===== src/rtl/rxn_meter.sv =====
module rxn_meter #(
  parameter int DIGITS = 4
) (
  input  logic                clk,
  input  logic                rst,
  input  logic                tick,
  input  logic                btn,
  input  logic                wait_done,
  output logic                led,
  output logic                running,
  output logic                done,
  output logic                overflow,
  output logic [4*DIGITS-1:0] digits
);
  localparam int W = 4 * DIGITS;

  typedef enum logic [2:0] {S_REST, S_ARMED, S_DELAY, S_RUN, S_HOLD, S_OVF} state_t;
  state_t state, state_nx;

  logic btn_m, btn_s, btn_q;
  always_ff @(posedge clk) begin
    if (rst) begin
      btn_m <= 1'b0;
      btn_s <= 1'b0;
      btn_q <= 1'b0;
    end else begin
      btn_m <= btn;
      btn_s <= btn_m;
      btn_q <= btn_s;
    end
  end

  wire press   = btn_s & ~btn_q;
  wire release_e = ~btn_s & btn_q;

  logic [DIGITS-1:0] is_nine;
  logic [DIGITS:0]   carry;
  wire all_nines = &is_nine;
  wire clr       = (state == S_REST) || (state == S_ARMED) || (state == S_DELAY);
  wire step      = (state == S_RUN) && tick && !press && !all_nines;

  assign carry[0] = step;

  genvar g;
  generate
    for (g = 0; g < DIGITS; g++) begin : g_dig
      logic [3:0] d;
      assign is_nine[g]    = (d == 4'd9);
      assign carry[g+1]    = carry[g] & is_nine[g];
      assign digits[4*g +: 4] = d;
      always_ff @(posedge clk) begin
        if (rst || clr)    d <= 4'd0;
        else if (carry[g]) d <= is_nine[g] ? 4'd0 : d + 4'd1;
      end
      AST_DIGIT_RANGE: assert property (@(posedge clk) disable iff (rst) d <= 4'd9);
    end
  endgenerate

  always_comb begin
    state_nx = state;
    unique case (state)
      S_REST:  if (press)     state_nx = S_ARMED;
      S_ARMED: if (release_e) state_nx = S_DELAY;
      S_DELAY: if (wait_done) state_nx = S_RUN;
      S_RUN: begin
        if (press)                 state_nx = S_HOLD;
        else if (tick && all_nines) state_nx = S_OVF;
      end
      S_HOLD:  state_nx = S_HOLD;
      S_OVF:   state_nx = S_OVF;
      default: state_nx = S_REST;
    endcase
  end

  always_ff @(posedge clk) begin
    if (rst) state <= S_REST;
    else     state <= state_nx;
  end

  assign led      = (state == S_RUN);
  assign running  = (state == S_RUN);
  assign done     = (state == S_HOLD) || (state == S_OVF);
  assign overflow = (state == S_OVF);

  AST_RESET_REST: assert property (@(posedge clk) rst |=> (digits == '0 && !led && !done && !overflow));
  AST_LED_NEEDS_PULSE: assert property (@(posedge clk) disable iff (rst) $rose(led) |-> $past(wait_done));
  AST_TICK_GATE: assert property (@(posedge clk) disable iff (rst) (running && !tick) |=> $stable(digits));
  AST_FROZEN: assert property (@(posedge clk) disable iff (rst) (done && $past(done)) |-> $stable(digits));
  AST_SATURATED: assert property (@(posedge clk) disable iff (rst) overflow |-> (digits == {DIGITS{4'd9}}));
  AST_ZERO_BEFORE_RUN: assert property (@(posedge clk) disable iff (rst) (!running && !done) |-> (digits == {W{1'b0}}));
endmodule


===== config.mk =====
export PLATFORM = sky130hd
export DESIGN_NAME = rxn_meter
export DESIGN_NICKNAME = d
export VERILOG_FILES = /design/src/rtl/rxn_meter.sv
export SDC_FILE = /design/constraint.sdc
export NUM_CORES = 1
export LEC_CHECK = 0
export ABC_AREA = 1
export BUFFER_PORTS_ARGS = -buffer_cell sky130_fd_sc_hd__buf_2
export CORE_ASPECT_RATIO = 0.8
export CORE_MARGIN = 2
export CORE_UTILIZATION = 60
export CTS_BUF_LIST = sky130_fd_sc_hd__clkbuf_2
export DETAILED_ROUTE_END_ITERATION = 8
export HOLD_SLACK_MARGIN = 0.03
export PLACE_DENSITY_LB_ADDON = 0.12
export REMOVE_ABC_BUFFERS = 1
export SLEW_MARGIN = 20
export SYNTH_ARGS = -nofsm -noshare
export SYNTH_HDL_FRONTEND = slang
export SYNTH_SLANG_ARGS = --single-unit

===== constraint.sdc =====
create_clock -name clk -period 3.5 [get_ports clk]
set_input_delay 0.175 -clock clk [delete_from_list [all_inputs] [get_ports clk]]
set_output_delay 0.175 -clock clk [all_outputs]
set_load 0.005 [all_outputs]

# Word level (Yosys, flattened, before mapping)
# Cells that the tools add are included.
dict set report op_classes {
  bitwise 7
  reduce_logical 13
  n_addsub 4
  n_eq_ne 13
  n_mux 10
}
# cell count
set ops {}
lappend ops {{$pmux W3 S6} 1}
lappend ops {{$add A4 B1 Y4 const B} 4}
lappend ops {{$eq A4 B4 Y1 const B} 4}
lappend ops {{$mux W4} 4}
lappend ops {{$mux W3} 5}
lappend ops {{$reduce_and A4 Y1} 2}
lappend ops {{$eq A3 B2 Y1 const B} 2}
lappend ops {{$eq A3 B3 Y1 const B} 2}
lappend ops {{$ne A2 B2 Y1 const B} 3}
lappend ops {{$and A1 B1 Y1} 5}
lappend ops {{$logic_and A1 B1 Y1} 4}
lappend ops {{$logic_or A1 B1 Y1} 4}
lappend ops {{$eq A3 B1 Y1 const B} 1}
lappend ops {{$logic_not A3 Y1} 1}
lappend ops {{$ne A3 B1 Y1 const B} 1}
lappend ops {{$logic_not A1 Y1} 2}
lappend ops {{$not A1 Y1} 2}
dict set report word_totals {
  in_bits 5
  reg_bits 22
  wordCells 55
  output_inout_bits 20
}

# Logic depth before layout (Yosys ltp)
dict set report logic_depth {
  depth_word 8
  ltp_mapped 10
  mapped_depth_nobuf 10
}

# Worst setup path after synthesis
# Ideal clock, no wire load.
dict set report synth_timing {
  path_type {reg-to-reg}
  startpoint {register g_dig[0].d[0]}
  endpoint {register state[0]}
  path_slack_ns 2.155
  path_stages_with_launch 8
  setup_ns 0.109
  period_less_slack_ns 1.345
  arrival_ns 1.236
  path_cell_list {dfxtp_1 > nand2_1 > nor2_8 > nand4_4 > o21ai_2 > nand3_1 > nand2_1 > inv_1}
}
dict set report synth_between {
  elab_chain_len 5
}
# element line_no
set synth_lines {}
lappend synth_lines {{start, declared} 47} ;# logic [3:0] d;
lappend synth_lines {{start signal, assigned} 53} ;# else if (carry[g]) d <= is_nine[g] ? 4'd0 : d + 4'd1;
lappend synth_lines {{$eq A4 B4 Y1} 48} ;# assign is_nine[g] = (d == 4'd9);
lappend synth_lines {{$reduce_and A4 Y1} 38} ;# wire all_nines = &is_nine;
lappend synth_lines {{$logic_and A1 B1 Y1} 67} ;# else if (tick && all_nines) state_nx = S_OVF;
lappend synth_lines {{$ne A3 B1 Y1 (no source line)} -}
lappend synth_lines {{$reduce_and A4 Y1 (no source line)} -}
lappend synth_lines {{end signal, assigned} 77} ;# else state <= state_nx;
lappend synth_lines {{end, declared} 18} ;# state_t state, state_nx;
# No other way between the ends.
# A chain may end at the register's enable or synchronous reset.

# Worst setup path in the final report
dict set report layout_timing {
  startpoint {register state[1]}
  endpoint {register g_dig[1].d[3]}
}
dict set report layout_between {
  elab_chain_len 5
  elab_cells_between_ends 11
  cone_classes {3 x eq/ne; 1 x bitwise; 7 x reduce/logical}
}
# element line_no
set layout_lines {}
lappend layout_lines {{$eq A3 B2 Y1} 40} ;# wire step = (state == S_RUN) && tick && !press && !all_nines;
lappend layout_lines {{$logic_and A1 B1 Y1 (3 in series)} 40}
lappend layout_lines {{$and A1 B1 Y1} 49} ;# assign carry[g+1] = carry[g] & is_nine[g];
lappend layout_lines {{end signal, assigned} 53}
lappend layout_lines {{end, declared} 47}
# Several ways; a longest one is shown, not always the timed one.

==> run metrics <==
run status=completed; CP top delay family=flip-flops; Max Clk Rate=627.9 MHz; Synth Area in Adders=0; Crit. End Element=flop; initial antenna violation count=0; Max Root-Sink Buffers=2; non-filler cells, final=229; most area-consuming cells after synthesis=dfxtp_1 (35%), nand2_1 (9.5%), inv_1 (8.9%), nor2_1 (7.4%), nand4_4 (6.7%); Max-Cap Viols=0; kind of critical path=reg2reg; mux cell area share after synthesis=0; CP required=3.78 ns; IO Count=25; setup bufs post-CTS=0; register area share after synthesis=0.3475; worst setup margin=1.907 ns; final instance area=1431 sq um; Hold Slack=0.08968 ns; Filler cells=159; pre-CTS WS=1.951 ns; critical path launch point type=flop; total CTS buffers=3; DRC violation count after routing=0; Synth Area in Simple Gates=0.3850; htree depth=1; first-pass GRT wire length=4.429 mm; n_diodes=0; Final setup viols=0; syn avg cell area=7.121 sq um; DRT iter0 DRCs=40; DRT antenna net count=0; layout cell share with drive strength beyond 1=0.2098; worst endpoint data arrival time=1.87 ns; Bufs and invs on worst path=3; Worst path slowest cell=dfxtp_1; Routed WL=2.603 mm; Buffers on Ports=24; Die Y-Extent=45.11 microns; remaining global-route overflow=0; root buffer selected by CTS=clkbuf_2; die area=2498 sq um; main combinational cell family by area after synthesis=simple AND/OR/NAND/NOR gates; RePlAce Congestion=0.9106; count of different cell masters after synthesis=24; RSZ-0062 raised after global routing=false; Final nets=211; period utilisation layout=0.4551; Setup TNS=0 ns; Cells after Synth=178; Synth Area in Compound Gates=0.1264; DPL Wire Length=2.004 mm; placed cell area=1403 sq um; static leakage=0.6117 nW; overall routing resource usage=0.2282; Final Skew=0.002457 ns; vias per inst=5.275; clock slew at reported path FFs=0.19 ns; core area=1944 sq um; TritonCTS clock tree=done; Worst-Skew Late Latency=0.33 ns; largest area contributor in the synthesized netlist=dfxtp_1; Critical Path Max Stage Delay=0.54 ns; Tmin final=1.593 ns; 1st-pass router iterations=4; die width=55.39 microns; P&R area growth vs syn=12.93%; Final Hold Fails=0; # clock sinks=22; Critical Path Most Common Cell=inv_1; Yosys top cell area share=0.3475; Worst VDD drop=0.2461 mV; Slew headroom=0.7424; number of synthesis warnings=0; worst hold path type=in2reg; Critical Path Fanout Max=9; Post-Place Cells=224; Initial Util=0.6519; P per Cell Area=288.4 nW/um^2; Worst-Margin Slew=0.3850 ns; max-slew violations=0; #FFs+latches synth=22; largest net degree at the start of global routing=13; Post-Syn Area=1267 sq um; vias in the first global route=1050; post_cts resized=0; Row Count=14; Via Count=1208; XOR/XNOR Fraction of Synth Area=0.03455; cells along the critical path=inv_1 > nand3_1 > inv_1 > nor3_4 > inv_1 > a21oi_1; wire per inst=11.37 microns
## worst paths after layout
check,cells after the start,slack [ns],start,endpoint
max,6,1.91,state[1],g_dig[1].d[3]
max reg2reg,6,1.91,state[1],g_dig[1].d[3]
min,2,0.09,rst,btn_m
min reg2reg,2,0.45,btn_m,btn_s
## logic make-up after synthesis
kind of cell	Yosys count
AOI/OAI and AO/OA	30
xor gates and xnor gates	5
buffers and inverters	34
DFF	22
and+or+nand+nor	87
## state kept, by name, indices dropped and copies added (netlist names)
name / cells
state: 3
btn_s: 1
btn_m: 1
btn_q: 1
g_dig.d: 16
## layer usage
| layer | share of wire | routed length, microns | track usage |
|---|---|---|---|
| met5 | 0 | 0 | 0 |
| met4 | 0.019 | 50 | 0.1073 |
| met3 | 0.058 | 152 | 0.06590 |
| met2 | 0.47 | 1215 | 0.3905 |
| met1 | 0.46 | 1185 | 0.2719 |
## per-stage QoR
step / power (mW) / utilization
after CTS: 0.4128 / 0.7362
after global routing: 0.4326 / 0.7362
final: 0.4128 / 0.7362
after floorplan: 0.3029 / -
after global placement: 0.3139 / 0.7214
after detailed placement: 0.3164 / 0.7214
## layout make-up
class / count / area [sq um] / area share
multi-input combinational: 122 / 691.9 / 0.4834
clock inverter: 1 / 3.754 / 0.002622
inverter: 32 / 120.1 / 0.08392
timing repair buffer: 25 / 130.1 / 0.09091
sequential: 22 / 440.4 / 0.3077
tap: 24 / 30.03 / 0.02098
clock buffer: 3 / 15.01 / 0.01049
## synth_stat cells
| library cell | number |
|---|---|
| nor3_4 | 1 |
| o21ai_0 | 10 |
| o21ai_2 | 1 |
| nor2_8 | 2 |
| a311oi_1 | 1 |
| o21ai_1 | 1 |
| nand3_1 | 10 |
| nand2_1 | 32 |
| nor2_1 | 25 |
| a211oi_1 | 1 |
| nor3_1 | 2 |
| xor2_1 | 3 |
| nand4_1 | 4 |
| inv_2 | 2 |
| nor2_2 | 3 |
| nand4_4 | 4 |
| dfxtp_1 | 22 |
| xnor2_1 | 2 |
| nand2_2 | 2 |
| buf_4 | 2 |
| nor4_1 | 1 |
| a21oi_1 | 16 |
| inv_1 | 30 |
| nand3_2 | 1 |
## cells in the final DEF, fill, tap and decap left out
cell type	netlist	layout
nand4_4	4	4
o21ai_0	10	10
inv_2	2	2
nor2_2	3	3
clkbuf_2	0	3
a211oi_1	1	1
o21ai_1	1	1
dlygate4sd3_1	0	1
a311oi_1	1	1
nor4_1	1	1
inv_1	30	30
nand2_2	2	2
nand3_2	1	1
dfxtp_1	22	22
o21ai_2	1	1
nand4_1	4	4
nand2_1	32	32
nand3_1	10	10
nor3_4	1	1
xnor2_1	2	2
clkinv_1	0	1
nor2_1	25	25
buf_2	0	24
nor2_8	2	2
xor2_1	3	3
a21oi_1	16	16
nor3_1	2	2
## report_power, final
group | switching (mW) | leakage, nW | internal, mW
sequential | 0.00827 | 0.178 | 0.256
combinational | 0.0313 | 0.420 | 0.0174
clock | 0.0753 | 0.0140 | 0.0248
total | 0.115 | 0.612 | 0.298
## what timing repair did
item | 4_1_cts | 5_1_grt
endpoints found under the setup margin | 0 | 0
hold buffers | 1 | 0
endpoints found under the hold margin | 1 | 0
Power figures use the tool's default switching activity.
